`src/rtl/spi_auto_pkg.sv`:
```
package spi_auto_pkg;

  typedef enum logic [2:0] {
    OFS_CTRL = 3'd0,
    OFS_RXD  = 3'd1,
    OFS_RSV2 = 3'd2,
    OFS_RSV3 = 3'd3,
    OFS_HOLD = 3'd4,
    OFS_PIPE = 3'd5,
    OFS_DROP = 3'd6,
    OFS_RSV7 = 3'd7
  } spi_ofs_e;

  // speed code 0 runs one bit per system cycle
  function automatic logic is_fast(input int code);
    return code == 0;
  endfunction

  // last count value of one serial clock half period for code >= 1
  function automatic int half_lim(input int code);
    return (code == 0) ? 0 : code - 1;
  endfunction

  // system cycles one transfer of nbits occupies
  function automatic int xfer_cycles(input int code, input int nbits);
    return (code == 0) ? nbits : 2 * code * nbits;
  endfunction

endpackage

```
`src/rtl/spi_auto_host.sv`:
```
module spi_auto_host
  import spi_auto_pkg::*;
#(
  parameter int DW  = 16,
  parameter int SPW = 4,
  parameter int NCS = 4,
  localparam int LW = $clog2(NCS)
) (
  input  logic           clk,
  input  logic           rst_n,
  input  logic [2:0]     addr,
  input  logic           rd,
  input  logic           wr,
  input  logic [DW-1:0]  wdata,
  output logic [DW-1:0]  rdata,
  output logic           ready,
  input  logic           miso,
  input  logic           busy,
  input  logic [DW-1:0]  rx_word,
  output logic           ctl_cpol,
  output logic [SPW-1:0] ctl_spd,
  output logic [LW-1:0]  ctl_lun,
  output logic           start,
  output logic [DW-1:0]  start_tx,
  output logic           start_rel
);

  localparam int P_MISO = DW - 1;
  localparam int P_CPOL = DW - 2;
  localparam int P_SPLO = P_CPOL - SPW;
  localparam int P_LNLO = P_SPLO - LW;

  spi_ofs_e ofs;
  assign ofs = spi_ofs_e'(addr);

  logic req, data_acc, go;
  assign req      = rd | wr;
  assign data_acc = req & (ofs == OFS_RXD || ofs == OFS_HOLD ||
                           ofs == OFS_PIPE || ofs == OFS_DROP);
  assign ready    = !(data_acc && busy);
  assign go       = req & ready;

  assign start     = go & ((wr & (ofs == OFS_HOLD || ofs == OFS_DROP)) |
                           (rd & !wr & (ofs == OFS_PIPE)));
  assign start_tx  = wr ? wdata : '0;
  assign start_rel = wr & (ofs == OFS_DROP);

  always_ff @(posedge clk or negedge rst_n) begin
    if (!rst_n) begin
      ctl_cpol <= 1'b0;
      ctl_spd  <= '0;
      ctl_lun  <= '0;
    end else if (go && wr && ofs == OFS_CTRL) begin
      ctl_cpol <= wdata[P_CPOL];
      ctl_spd  <= wdata[P_CPOL-1:P_SPLO];
      ctl_lun  <= wdata[P_SPLO-1:P_LNLO];
    end
  end

  wire unused_ctl_bits = &{1'b0, wdata[P_MISO], wdata[P_LNLO-1:0]};

  logic [DW-1:0] ctl_view;
  always_comb begin
    ctl_view                    = '0;
    ctl_view[P_MISO]            = miso;
    ctl_view[P_CPOL]            = ctl_cpol;
    ctl_view[P_CPOL-1:P_SPLO]   = ctl_spd;
    ctl_view[P_SPLO-1:P_LNLO]   = ctl_lun;
  end

  always_comb begin
    unique case (ofs)
      OFS_CTRL:                              rdata = ctl_view;
      OFS_RXD, OFS_HOLD, OFS_PIPE, OFS_DROP: rdata = rx_word;
      default:                               rdata = '0;
    endcase
  end

endmodule

```
`src/rtl/spi_auto_shift.sv`:
```
module spi_auto_shift
  import spi_auto_pkg::*;
#(
  parameter int DW  = 16,
  parameter int SPW = 4
) (
  input  logic           clk,
  input  logic           rst_n,
  input  logic           start,
  input  logic [DW-1:0]  tx_word,
  input  logic [SPW-1:0] speed,
  input  logic           cpol,
  input  logic           miso,
  output logic           busy,
  output logic           fin,
  output logic [DW-1:0]  rx_word,
  output logic           sclk,
  output logic           mosi
);

  localparam int BCW = $clog2(DW);
  localparam logic [BCW-1:0] LAST = BCW'(DW - 1);

  logic           busy_q, ph_q;
  logic [SPW-1:0] cnt_q, spd_q;
  logic [BCW-1:0] bit_q;
  logic [DW-1:0]  tx_q, rx_sh, rx_q;

  // named events for the checks below
  logic           fast, half_end, bit_end, samp;
  logic [SPW-1:0] hlim;
  logic [DW-1:0]  rx_next;

  assign fast     = is_fast(int'(spd_q));
  assign hlim     = SPW'(half_lim(int'(spd_q)));
  assign half_end = busy_q & !fast & (cnt_q == hlim);
  assign bit_end  = busy_q & (fast | (half_end & ph_q));
  assign samp     = busy_q & (fast | (half_end & !ph_q));
  assign fin      = bit_end & (bit_q == LAST);
  assign rx_next  = {rx_sh[DW-2:0], miso};

  always_ff @(posedge clk or negedge rst_n) begin
    if (!rst_n) begin
      busy_q <= 1'b0;
      ph_q   <= 1'b0;
      cnt_q  <= '0;
      spd_q  <= '0;
      bit_q  <= '0;
      tx_q   <= '0;
      rx_sh  <= '0;
      rx_q   <= '0;
    end else if (start) begin
      busy_q <= 1'b1;
      ph_q   <= 1'b0;
      cnt_q  <= '0;
      spd_q  <= speed;
      bit_q  <= '0;
      tx_q   <= tx_word;
    end else if (busy_q) begin
      cnt_q <= (half_end || fast) ? '0 : cnt_q + 1'b1;
      if (half_end) ph_q <= ~ph_q;
      if (samp) rx_sh <= rx_next;
      if (bit_end) begin
        tx_q  <= {tx_q[DW-2:0], 1'b0};
        bit_q <= bit_q + 1'b1;
      end
      if (fin) begin
        busy_q <= 1'b0;
        rx_q   <= fast ? rx_next : rx_sh;
      end
    end
  end

  assign busy    = busy_q;
  assign rx_word = rx_q;
  assign mosi    = busy_q & tx_q[DW-1];
  assign sclk    = busy_q ? (fast ? ~clk : (ph_q ^ cpol)) : cpol;

  a_r3_half_bound: assert property (@(posedge clk) disable iff (!rst_n)
    (busy_q && !fast) |-> (cnt_q <= hlim));

  a_r11_start_idle: assert property (@(posedge clk) disable iff (!rst_n)
    start |-> !busy_q);

endmodule

```
`src/rtl/spi_auto_csel.sv`:
```
module spi_auto_csel #(
  parameter int SPW = 4,
  parameter int NCS = 4,
  localparam int LW = $clog2(NCS)
) (
  input  logic           clk,
  input  logic           rst_n,
  input  logic           start,
  input  logic           start_rel,
  input  logic           fin,
  input  logic [LW-1:0]  lun,
  input  logic           ctl_cpol,
  input  logic [SPW-1:0] ctl_spd,
  output logic [NCS-1:0] cs_n,
  output logic           cpol_eff,
  output logic           open
);

  logic [NCS-1:0] pat_n, cs_q;
  logic           rel_q, cpol_q;

  for (genvar i = 0; i < NCS; i++) begin : g_sel
    assign pat_n[i] = (lun != LW'(i));
  end

  assign open     = (cs_q != '1);
  assign cpol_eff = open ? cpol_q : (ctl_cpol & (ctl_spd != '0));

  always_ff @(posedge clk or negedge rst_n) begin
    if (!rst_n) begin
      cs_q   <= '1;
      rel_q  <= 1'b0;
      cpol_q <= 1'b0;
    end else begin
      cpol_q <= cpol_eff;
      if (start) begin
        rel_q <= start_rel;
        if (!open) cs_q <= pat_n;
      end
      if (fin && rel_q) cs_q <= '1;
    end
  end

  assign cs_n = cs_q;

  a_r7_cs_onehot0: assert property (@(posedge clk) disable iff (!rst_n)
    $onehot0(~cs_q));

  a_r6_release: assert property (@(posedge clk) disable iff (!rst_n)
    (fin && rel_q) |=> (cs_q == '1));

  a_r5_keep: assert property (@(posedge clk) disable iff (!rst_n)
    (fin && !rel_q) |=> (cs_q != '1));

endmodule

```
`src/rtl/spi_auto_cs.sv`:
```
module spi_auto_cs
  import spi_auto_pkg::*;
#(
  parameter int DW  = 16,
  parameter int SPW = 4,
  parameter int NCS = 4
) (
  input  logic           clk,
  input  logic           rst_n,
  input  logic [2:0]     bus_addr,
  input  logic           bus_rd,
  input  logic           bus_wr,
  input  logic [DW-1:0]  bus_wdata,
  output logic [DW-1:0]  bus_rdata,
  output logic           bus_ready,
  output logic           spi_sclk,
  output logic           spi_mosi,
  input  logic           spi_miso,
  output logic [NCS-1:0] spi_cs_n
);

  localparam int LW = $clog2(NCS);

  logic           busy, fin, start, start_rel, ctl_cpol, cpol_eff, open;
  logic [SPW-1:0] ctl_spd;
  logic [LW-1:0]  ctl_lun;
  logic [DW-1:0]  rx_word, start_tx;

  spi_auto_host #(.DW(DW), .SPW(SPW), .NCS(NCS)) u_host (
    .clk       (clk),
    .rst_n     (rst_n),
    .addr      (bus_addr),
    .rd        (bus_rd),
    .wr        (bus_wr),
    .wdata     (bus_wdata),
    .rdata     (bus_rdata),
    .ready     (bus_ready),
    .miso      (spi_miso),
    .busy      (busy),
    .rx_word   (rx_word),
    .ctl_cpol  (ctl_cpol),
    .ctl_spd   (ctl_spd),
    .ctl_lun   (ctl_lun),
    .start     (start),
    .start_tx  (start_tx),
    .start_rel (start_rel)
  );

  spi_auto_shift #(.DW(DW), .SPW(SPW)) u_shift (
    .clk     (clk),
    .rst_n   (rst_n),
    .start   (start),
    .tx_word (start_tx),
    .speed   (ctl_spd),
    .cpol    (cpol_eff),
    .miso    (spi_miso),
    .busy    (busy),
    .fin     (fin),
    .rx_word (rx_word),
    .sclk    (spi_sclk),
    .mosi    (spi_mosi)
  );

  spi_auto_csel #(.SPW(SPW), .NCS(NCS)) u_csel (
    .clk       (clk),
    .rst_n     (rst_n),
    .start     (start),
    .start_rel (start_rel),
    .fin       (fin),
    .lun       (ctl_lun),
    .ctl_cpol  (ctl_cpol),
    .ctl_spd   (ctl_spd),
    .cs_n      (spi_cs_n),
    .cpol_eff  (cpol_eff),
    .open      (open)
  );

  a_r7_cs_hold: assert property (@(posedge clk) disable iff (!rst_n)
    (busy && $past(busy)) |-> $stable(spi_cs_n));

  a_r8_sclk_rest: assert property (@(posedge clk) disable iff (!rst_n)
    (!busy && !$past(busy) && open && $past(open)) |-> $stable(spi_sclk));

endmodule

```
`config.mk`:
```
export PLATFORM = sky130hd
export DESIGN_NAME = spi_auto_cs
export DESIGN_NICKNAME = d
export VERILOG_FILES = /design/src/rtl/spi_auto_pkg.sv /design/src/rtl/spi_auto_host.sv /design/src/rtl/spi_auto_shift.sv /design/src/rtl/spi_auto_csel.sv /design/src/rtl/spi_auto_cs.sv
export SDC_FILE = /design/constraint.sdc
export NUM_CORES = 1
export LEC_CHECK = 0
export CORE_UTILIZATION = 57
export DETAILED_ROUTE_END_ITERATION = 6
export DONT_BUFFER_PORTS = 1
export PLACE_DENSITY = 0.75
export SKIP_CTS_REPAIR_TIMING = 1
export SYNTH_ARGS = -nofsm -noshare
export SYNTH_HDL_FRONTEND = slang
export SYNTH_SLANG_ARGS = --single-unit
```
`constraint.sdc`:
```
create_clock -name clk -period 2.9 [get_ports clk]
set_clock_uncertainty 0.2 [all_clocks]
set_input_delay 0.58 -clock clk [delete_from_list [all_inputs] [get_ports clk]]
set_output_delay 0.58 -clock clk [all_outputs]
set_load 0.01 [all_outputs]
```
=== Yosys cells after proc, flatten, opt, wreduce, memory -nomap -nowiden ===
Cells that the tools add are included.

* Logic and storage cells: 104
* Flip-flop bits (word level): 75

* Reduce and logical (&&, ||, !) cells: 27
* Bitwise operators: 24
* Add/sub/neg operators: 3
* Muxes and demuxes: 25
* Equal/unequal tests: 11

{| class="wikitable"
|+ Operator list
! kind !! number
|-
| $mux W16 || 5
|-
| $mux W4 || 10
|-
| $pmux W16 S2 || 1
|-
| $and A1 B1 Y1 || 16
|-
| $reduce_bool A2 Y1 || 5
|-
| $eq A3 B3 Y1 const B || 3
|-
| $mux W1 || 9
|-
| $add A4 B1 Y4 const B || 2
|-
| $ne A2 B2 Y1 const B || 3
|-
| $reduce_and A2 Y1 || 3
|-
| $reduce_and A3 Y1 || 2
|-
| $logic_or A1 B1 Y1 || 5
|-
| $eq A4 B4 Y1 || 1
|-
| $eq A4 B4 Y1 const B || 1
|-
| $logic_and A1 B1 Y1 || 4
|-
| $logic_not A1 Y1 || 4
|-
| $logic_not A4 Y1 || 1
|-
| $ne A4 B4 Y1 const B || 1
|-
| $or A1 B1 Y1 || 4
|-
| $reduce_bool A4 Y1 || 1
|-
| $reduce_or A4 Y1 || 1
|-
| $sub A4 B1 Y4 const B || 1
|-
| $eq A3 B1 Y1 const B || 1
|-
| $logic_not A3 Y1 || 1
|-
| 3 further kinds || 5
|}

=== Depth between registers and ports, before layout ===
Gate-level depths: netlist of run 1.

* Depth after elaboration: 11
* Depth in mapped cells: 8
* Gate-level depth less buffers: 6

=== Modules after synthesis ===
A second synthesis of run 1 with hierarchy kept.

* Cells, all modules: 385
* Area total of the unflattened synthesis: 4,125.2 sq um

{| class="wikitable"
|+ By module, submodules not included
! module !! cells each !! instances !! area an instance (sq um)
|-
| spi_auto_shift || 276 || 1 || 3,078.0
|-
| spi_auto_host || 84 || 1 || 769.5
|-
| spi_auto_csel || 25 || 1 || 277.8
|}

==> results of run 1 <==
worst max path at each step:
| stage | from | endpoint | slack (ns) | cells past startpoint |
|---|---|---|---|---|
| detailed placement | u_shift.spd_q[1] | u_shift.tx_q[4] | 0.19 | 7 |
| global placement | u_shift.spd_q[3] | u_shift.rx_word[0] | 0.21 | 5 |
| finish | clk | spi_sclk | 0.06 | 4 |
| floorplan | u_shift.spd_q[1] | u_shift.rx_word[10] | 0.12 | 7 |
| CTS | u_shift.spd_q[3] | spi_sclk | -0.08 | 5 |
| global route | u_shift.spd_q[3] | spi_sclk | 0.008 | 5 |
cell usage after synthesis, types with 3 or more instances:
cell and count:
a21o_1 16, a211oi_1 3, dfrtp_1 71, o21ai_0 18, a21oi_1 6, nand2_1 79, buf_2 6, xnor2_1 4
nor2_1 11, nor2b_1 5, mux2_2 24, clkbuf_1 10, mux2_1 15, nand3_1 5, a22o_1 22, dfstp_2 4
mux2i_1 3, nand2b_1 6, inv_1 4, a22oi_1 8, and2_1 10, buf_6 3, nand3b_1 4, nor3_1 3
worst reg2reg max path: stages (launching register included):
cell	delay, ns
dfrtp_1	0.38
buf_4	0.18
xnor2_1	0.19
a311o_1	0.34
a22o_1	0.27
a211oi_4	0.24
and4_4	0.46
mux2_1	0.38
power by group:
| group | switching [W] | internal (W) | leakage, nW | total (W) |
|---|---|---|---|---|
| Combinational | 0.000997 | 0.000947 | 0.981 | 0.00194 |
| Clock | 0.000445 | 0.000415 | 0.107 | 0.000860 |
| Sequential | 0.000357 | 0.00143 | 0.953 | 0.00179 |
routing by layer:
layer	wire, um	part of all wire [%]	global-route usage, %
met1	3585	44	34.19
met2	3777	47	37.26
met3	630	7.8	8.803
met4	112	1.4	8.307
met5	0	0	0
layout make-up:
| class | instances | area, sq um | share of cell area, % |
|---|---|---|---|
| clock buffer | 12 | 165.2 | 3.892 |
| tap | 77 | 96.34 | 2.270 |
| multi-input combinational | 271 | 1839 | 43.34 |
| timing repair buffer | 21 | 187.7 | 4.422 |
| inverter | 5 | 18.77 | 0.4422 |
| clock inverter | 7 | 52.55 | 1.238 |
| sequential | 75 | 1884 | 44.40 |
per-stage QoR:
stage / hold slack [ns] / setup TNS [ns] / instance area (sq um) / cells
after floorplan: 0.08441 / 0 / 3832 / 371
after global placement: 0.08574 / 0 / 3971 / 447
after detailed placement: 0.08578 / 0 / 3971 / 447
after CTS: -0.4114 / -0.07648 / 4189 / 466
after global routing: 0.03208 / 0 / 4244 / 468
final: 0.04479 / 0 / 4244 / 468
logic make-up (layout without fill, tap and decap cells):
logic type	after synthesis	after routing
compound gates	88	88
simple gates	133	133
xor+xnor	6	6
fa+ha+maj	2	2
mux	42	42
buf+inv	25	45
flops	75	75
flip-flops by register name, summed over array words and instances, names as in the netlist:
| name | count |
|---|---|
| u_shift.rx_sh | 16 |
| u_shift.rx_word | 16 |
| u_shift.tx_q | 16 |
| u_csel.cs_n | 4 |
| u_host.ctl_spd | 4 |
| u_shift.bit_q | 4 |
| u_shift.cnt_q | 4 |
| u_shift.spd_q | 4 |
| u_host.ctl_lun | 2 |
| u_csel.cpol_q | 1 |
| u_csel.rel_q | 1 |
| u_host.ctl_cpol | 1 |
| u_shift.busy | 1 |
| u_shift.ph_q | 1 |
==> flow_summary_export.csv, run 1 <==
group,metric,value,unit
finish,nFillCells,495,
route,ant_nets,0,
finish,area_growth,10.74,%
grt,grt_use_total,25.02,%
clock_tree,cts_tree,"yes",
clock_tree,clock_latency,0.46,ns
finish,fin_nets,412,
route,avgRoutedWirePerCell,17.32,um
grt,grt_pass1_vias,2743,
worst_setup_path,cpPeakStageDelay,0.24,ns
clock_tree,path_clk_slew,0.08,ns
worst_setup_path,cp_num_buf_inv,2,
worst_setup_path,r2r_cells,7,
synth,synthAdderAreaFrac,0.6530,%
worst_setup_path,worstPathMaxFanout,2,
min_path,hold_path_end,"u_shift.tx_q[0]",
flow_run,maxCapViolCount,0,
route,routed_wl,8.105,mm
worst_setup_path,cpLargestDelayFamily,"compound AO/OA/AOI/OAI gates",
run_status,violations,"design-rule violations",
grt,antenna_found_initial,0,
placement,routabilityCongestion,0.9297,
power_and_ir_drop,vdd_ir_drop_max,608.6,uV
run_status,status,"finished with violations",
sta,max_freq,0.3544,GHz
synth,ys_ff_latch,75,
floorplan,dieArea,7055,sq um
sta,timing.final.ws_setup,0.05571,ns
grt,grt_pass1_wl,13.68,mm
worst_setup_path,worstPathRequired,2.12,ns
synth,synth-simple-area-share,16.52,%
min_path,min_delay_path_depth,2,
power_and_ir_drop,p_per_area,1081,nW/um^2
sta,hold_viol_final,0,
finish,final_cell_mix,"nand2_1, dfrtp_1, mux2_2, a22o_1",
floorplan,dieHeight,84.00,um
sta,final-max-slew-violation-count,0,
placement,hpwl,5.452,mm
worst_setup_path,cp.arrival,2.06,ns
worst_setup_path,cp-end-kind,"output port",
floorplan,initial_core_util,59.67,%
synth,yosysTopAreaCellShare,46.36,%
worst_setup_path,worst_path_max_delay_cell,"a22o_1",
worst_setup_path,rr_endpoint,"u_shift.rx_word[11]",
placement,io_buffer_count,0,
worst_setup_path,startpoint_type,"clock port",
synth,ys_seq_area_share,49.10,%
synth,synth_xor_area_share,1.371,%
synth,synth_top_family_by_area,"compound AO/OA/AOI/OAI gates",
synth,synth-edff-count,0,
synth,ys.flop_type,"dfrtp_1",
finish,post-route-util,66.08,%
grt,grt_max_degree,76,
min_path,worstHoldPathType,"in -> reg",
sta,post-route-period-util,98.08,%
sta,rsz0062_at_grt,"no",
power_and_ir_drop,power.leakage,2.040,nW
synth,synth_area_leaders,"dfrtp_1, nand2_1, mux2_2, a22o_1, mux2_1",
finish,layout-drive-gt1-share,19.18,%
route,drt-pass1-iter-count,7,
finish,final_common_cell,"nand2_1",
floorplan,die_w,84.00,um
synth,syn_nets,397,
route,drc,4,
sta,finalSetupViolCount,0,
sta,tightestPinTransition,0.6336,ns
synth,synth_cells,371,
sta,finalCriticalPeriod,2.844,ns
worst_setup_path,rrSetupSlack,0.14,ns
synth,netlist_area,3832,sq um
grt,grt_overflow_total,0,
route,drtIter0Drc,179,
synth,synth_cell_types,47,
power_and_ir_drop,power,0.004589,W
route,viasPerCell,6.201,
synth,yosysWarnings,0,
placement,place_ws,0.1859,ns
synth,postSynthAreaPerCell,10.33,sq um
worst_setup_path,path_common_cell,"clkbuf_8",
floorplan,pin_count,47,
floorplan,rows,29,
worst_setup_path,crit_type,"clk -> out",
synth,synth_top_area_cell,"dfrtp_1",
route,vias,2902,
worst_setup_path,r2r-start,"u_shift.spd_q[1]",
synth,synthArstFlopShare,100.0,%
synth,synth-compound-area-share,16.88,%
min_path,min_from,"bus_wdata[0]",
finish,num_antenna_cells,0,
synth,synth_mux_area_share,12.24,%
floorplan,coreArea,6422,sq um
sta,slew_headroom,57.73,%
worst_setup_path,path_cells,"clkbuf_8 -> clkbuf_8 -> o22ai_1 -> a22o_1",
(Power assumes the default switching activity.)
==> run 2: changes to the inputs <==
==> constraint.sdc (replaced) <==
create_clock -name clk -period 2.9 [get_ports clk]
set_clock_uncertainty 0.2 [all_clocks]
set_input_delay 0.29 -clock clk [delete_from_list [all_inputs] [get_ports clk]]
set_output_delay 0.29 -clock clk [all_outputs]
set_load 0.01 [all_outputs]
==> run 2 against run 1 <==
The flow still finishes with violations (design-rule violations). Largest power group unchanged. Maximum frequency rose by 2.3%. Sequential cell count did not move. Via count is 2.0% higher. Register-to-register slack hardly changed. Clock power is 13% higher. Power is 2.7% higher. Highest routed layer unchanged. Critical endpoint is now u_shift.rx_word[12]. Setup slack gained 0.087 ns. Utilization up 3.1 points.
==> flow_summary_export.csv, run 2 (same netlist as run 1, synthesis figures left out) <==
group,metric,value,unit
worst_setup_path,cpPeakStageDelay,0.47,ns
route,drt-pass1-iter-count,7,
sta,max_freq,0.3627,GHz
grt,grt_use_total,25.01,%
power_and_ir_drop,seqPwrFrac,38.3,%
placement,io_buffer_count,0,
power_and_ir_drop,p_int,0.002898,W
grt,grt_overflow_total,0,
route,drc,4,
min_path,worstHoldPathType,"in -> reg",
worst_setup_path,cp.arrival,2.89,ns
finish,fin_nets,430,
sta,finalSetupViolCount,0,
route,routed_wl,8.540,mm
finish,area_growth,15.90,%
sta,post-route-period-util,95.08,%
route,vias,2959,
sta,slew_headroom,47.89,%
grt,grt_max_degree,76,
clock_tree,cts_tree,"yes",
sta,finalCriticalPeriod,2.757,ns
run_status,violations,"design-rule violations",
floorplan,coreArea,6422,sq um
route,viasPerCell,6.088,
finish,num_antenna_cells,0,
sta,fin_tns_setup,0,ns
power_and_ir_drop,switching_share,38.52,%
floorplan,dieArea,7055,sq um
power_and_ir_drop,power.leakage,2.125,nW
sta,tightestPinTransition,0.7817,ns
route,ant_nets,0,
worst_setup_path,cp_num_buf_inv,0,
floorplan,initial_core_util,59.67,%
worst_setup_path,cp-end-kind,"flop",
placement,routabilityCongestion,0.8489,
sta,rsz0062_at_grt,"no",
floorplan,die_w,84.00,um
power_and_ir_drop,p_per_area,1061,nW/um^2
floorplan,rows,29,
power_and_ir_drop,p_sw,0.001816,W
placement,hpwl,5.421,mm
finish,final_common_cell,"nand2_1",
floorplan,pin_count,47,
sta,final-max-slew-violation-count,0,
finish,final_cell_mix,"nand2_1, dfrtp_1, mux2_2, a22o_1, dlygate4sd3_1",
worst_setup_path,startpoint_type,"flop",
finish,post-route-util,69.16,%
worst_setup_path,worst_path_max_delay_cell,"dfrtp_1",
worst_setup_path,cpLargestDelayFamily,"compound AO/OA/AOI/OAI gates",
worst_setup_path,path_cells,"nand2b_1 -> a311o_1 -> a22o_1 -> a211oi_4 -> and4_4 -> mux2_1",
power_and_ir_drop,vdd_ir_drop_max,576.4,uV
flow_run,maxCapViolCount,0,
run_status,status,"finished with violations",
worst_setup_path,crit_type,"reg -> reg",
sta,hold_viol_final,0,
grt,grt_pass1_vias,2732,
worst_setup_path,worstPathMaxFanout,21,
power_and_ir_drop,power_frac_comb,41.2,%
route,avgRoutedWirePerCell,17.57,um
finish,layout-drive-gt1-share,17.60,%
route,drtIter0Drc,204,
grt,grt_pass1_wl,13.64,mm
clock_tree,path_clk_slew,0.08,ns
grt,antenna_found_initial,0,
power_and_ir_drop,pwr-share-clk,20.5,%
clock_tree,clock_latency,0.46,ns
worst_setup_path,worstPathRequired,3.03,ns
floorplan,dieHeight,84.00,um
[run 2: worst min-delay path: stages]
cell and delay (ns):
nand3_1 0.08, clkinv_1 0.08, buf_4 0.15, nor2_1 0.05
[run 2: power by group through the flow]
stage / clock [W] / sequential, W / combinational [W]
floorplan: 0.0000285 / 0.00166 / 0.00153
finish: 0.000968 / 0.00181 / 0.00194
detailed placement: 0.0000286 / 0.00181 / 0.00186
CTS: 0.000983 / 0.00180 / 0.00188
global placement: 0.0000286 / 0.00179 / 0.00182
global route: 0.00103 / 0.00186 / 0.00216
[run 2: final cells by class]
cell class,instances,area (sq um)
Clock buffer,14,182.7
Sequential cell,75,1884
Multi-Input combinational cell,271,1836
Timing Repair Buffer,39,362.8
Fill cell,470,1981
Clock inverter,5,61.31
Inverter,5,18.77
Tap cell,77,96.34
[run 2: worst paths after layout]
check	start	endpoint	slack, ns	depth (start not counted)
worst min register to register	u_shift.tx_q[15]	u_shift.tx_q[15]	0.28	1
worst max-delay path	u_shift.cnt_q[3]	u_shift.rx_word[12]	0.14	6
worst max register to register	u_shift.cnt_q[3]	u_shift.rx_word[12]	0.14	6
max in group asynchronous	rst_n	u_csel.cs_n[3]	2.01	2
min in group asynchronous	rst_n	u_shift.tx_q[5]	0.17	2
worst min-delay path	bus_addr[2]	u_shift.bit_q[3]	0.03	4
[run 2: per-stage QoR]
step / hold WS (ns) / setup slack, ns / area, sq um / instances / power (W)
finish: 0.02980 / 0.1426 / 4442 / 486 / 0.004714
global placement: -0.2042 / 0.1683 / 3964 / 446 / 0.003637
floorplan: -0.2056 / 0.1207 / 3832 / 371 / 0.003220
detailed placement: -0.2042 / 0.1683 / 3964 / 446 / 0.003695
global route: 0.05331 / 0.02189 / 4442 / 486 / 0.005050
CTS: -0.6925 / 0.1231 / 4208 / 465 / 0.004662
[run 2: routing by layer]
metal  share of wire [%]  GRT usage [%]  vias to the layer above
li1                    -              -                     1388
met3                 5.4          8.605                       12
met1                  45          33.95                     1461
met4                 1.4          8.150                        0
met5                   0              0                        -
met2                  48          37.70                       98
==> run 3: changes to the inputs <==
--- a/config.mk
+++ b/config.mk
@@ -5,10 +5,10 @@
 export SDC_FILE = /design/constraint.sdc
 export NUM_CORES = 1
 export LEC_CHECK = 0
-export CORE_UTILIZATION = 57
+export BUFFER_PORTS_ARGS = -buffer_cell sky130_fd_sc_hd__buf_2
+export CORE_UTILIZATION = 52
 export DETAILED_ROUTE_END_ITERATION = 6
-export DONT_BUFFER_PORTS = 1
-export PLACE_DENSITY = 0.75
+export PLACE_DENSITY = 0.81
 export SKIP_CTS_REPAIR_TIMING = 1
 export SYNTH_ARGS = -nofsm -noshare
 export SYNTH_HDL_FRONTEND = slang
==> run 3 against run 2 <==
Sequential share of layout area decreased by 2.6 points. Critical path depth increased by 1. The run now ends clean. Critical endpoint is now u_shift.rx_word[0]. Worst hold slack improved by 0.13 ns. Power increased by 5.8%. Global-route usage increased by 0.39 points. Register-to-register slack about the same. Final cell count increased by 14%. Utilization decreased by 1.0 points. Critical path type unchanged.
==> flow_summary_export.csv, run 3 (same netlist as run 1, synthesis figures left out) <==
group,metric,value,unit
sta,max_freq,0.3639,GHz
worst_setup_path,cp-end-kind,"flop",
clock_tree,path_clk_slew,0.08,ns
sta,hold_viol_final,0,
min_path,worstHoldPathType,"in -> async",
grt,grt_max_degree,30,
floorplan,dieArea,7718,sq um
worst_setup_path,r2r-start,"u_shift.spd_q[1]",
sta,finalSetupViolCount,0,
worst_setup_path,worstPathMaxFanout,21,
floorplan,rows,30,
sta,post-route-period-util,94.77,%
finish,layout-drive-gt1-share,26.32,%
worst_setup_path,startpoint_type,"flop",
power_and_ir_drop,p_per_area,1054,nW/um^2
finish,final_cell_mix,"nand2_1, dfrtp_1, buf_2, mux2_2, a22o_1",
floorplan,dieHeight,87.85,um
finish,nFillCells,510,
placement,place_ws,0.1233,ns
power_and_ir_drop,power,0.004987,W
grt,antenna_found_initial,0,
worst_setup_path,r2r_cells,7,
sta,tightestPinTransition,0.7138,ns
finish,final_common_cell,"nand2_1",
finish,num_antenna_cells,0,
grt,grt_overflow_total,0,
route,drtIter0Drc,132,
finish,area_growth,23.51,%
sta,slew_headroom,52.41,%
placement,routabilityCongestion,0.8383,
worst_setup_path,worstPathRequired,3.04,ns
worst_setup_path,cpPeakStageDelay,0.46,ns
route,ant_nets,0,
sta,rsz0062_at_grt,"no",
floorplan,pin_count,47,
route,drt-pass1-iter-count,4,
grt,grt_pass1_wl,14.74,mm
sta,final-max-slew-violation-count,0,
sta,finalCriticalPeriod,2.748,ns
sta,timing.final.ws_setup,0.1517,ns
flow_run,maxCapViolCount,0,
route,avgRoutedWirePerCell,16.22,um
worst_setup_path,cp_num_buf_inv,1,
power_and_ir_drop,vdd_ir_drop_max,498.2,uV
worst_setup_path,rr_endpoint,"u_shift.rx_word[0]",
run_status,status,"finished clean",
finish,fin_nets,477,
worst_setup_path,crit_type,"reg -> reg",
worst_setup_path,cp.arrival,2.89,ns
clock_tree,cts_tree,"yes",
route,viasPerCell,5.683,
floorplan,coreArea,6944,sq um
grt,grt_pass1_vias,3033,
sta,fin_tns_setup,0,ns
sta,fin_hold_ws,0.1612,ns
finish,multi_input_area,1839,sq um
floorplan,die_w,87.85,um
worst_setup_path,rrSetupSlack,0.15,ns
worst_setup_path,worst_path_max_delay_cell,"and4_4",
worst_setup_path,path_cells,"buf_4 -> xnor2_1 -> a311o_1 -> a22o_1 -> a211oi_4 -> and4_4 -> mux2_2",
finish,ff_latch_area,1883,sq um
grt,grt_use_total,25.39,%
route,routed_wl,8.954,mm
floorplan,initial_core_util,55.19,%
worst_setup_path,cpLargestDelayFamily,"compound AO/OA/AOI/OAI gates",
route,vias,3137,
placement,io_buffer_count,46,
placement,hpwl,5.972,mm
route,drc,0,
power_and_ir_drop,power.leakage,2.369,nW
clock_tree,clock_latency,0.46,ns
-- run 3: cell types whose count changed in the layout (fill, tap and decap cells not counted), sizes merged --
cell / change
buf: +48
bufinv: +2
clkbuf: +1
clkinvlp: -2
dlygate4sd3: -1
inv: -1
-- run 3: area by class of cell --
cell class / instances / area share [%]
Clock inverter: 4 / 2.062
Timing Repair Buffer: 85 / 12.11
Clock buffer: 16 / 4.256
Tap cell: 96 / 2.538
Inverter: 5 / 0.3965
Sequential cell: 75 / 39.78
Multi-Input combinational cell: 271 / 38.86
-- run 3: per-layer routing --
layer / track usage, % / up-vias / share of wire, %
li1: - / 1478 / -
met1: 34.38 / 1573 / 45
met2: 38.76 / 71 / 49
met3: 5.467 / 15 / 3.7
met4: 12.67 / 0 / 1.9
met5: 0 / - / 0
-- run 3: per-stage QoR --
| stage | area (sq um) | instances | utilization, % |
|---|---|---|---|
| final | 4733 | 552 | 68.16 |
| after global routing | 4733 | 552 | 68.16 |
| after CTS | 4534 | 533 | 65.30 |
| after detailed placement | 4240 | 514 | 61.06 |
| after global placement | 4240 | 514 | 61.06 |
| after floorplan | 3832 | 371 | - |
-- run 3: worst max-delay path by stage --
stage,from,end,slack [ns],cells past startpoint
finish,u_shift.spd_q[1],u_shift.rx_word[0],0.15,7
global route,u_shift.spd_q[1],u_shift.rx_word[10],0.03,7
CTS,u_shift.spd_q[3],spi_sclk,0.03,6
detailed placement,u_shift.spd_q[3],u_shift.rx_word[0],0.12,6
global placement,u_shift.spd_q[1],u_shift.tx_q[8],0.16,7
floorplan,u_shift.spd_q[1],u_shift.rx_word[10],0.12,7
-- run 3: power breakdown --
| part | total, W | internal (W) | switching, W |
|---|---|---|---|
| logic | 0.00208 | 0.000996 | 0.00109 |
| clock network | 0.00116 | 0.000731 | 0.000427 |
| registers | 0.00175 | 0.00143 | 0.000321 |
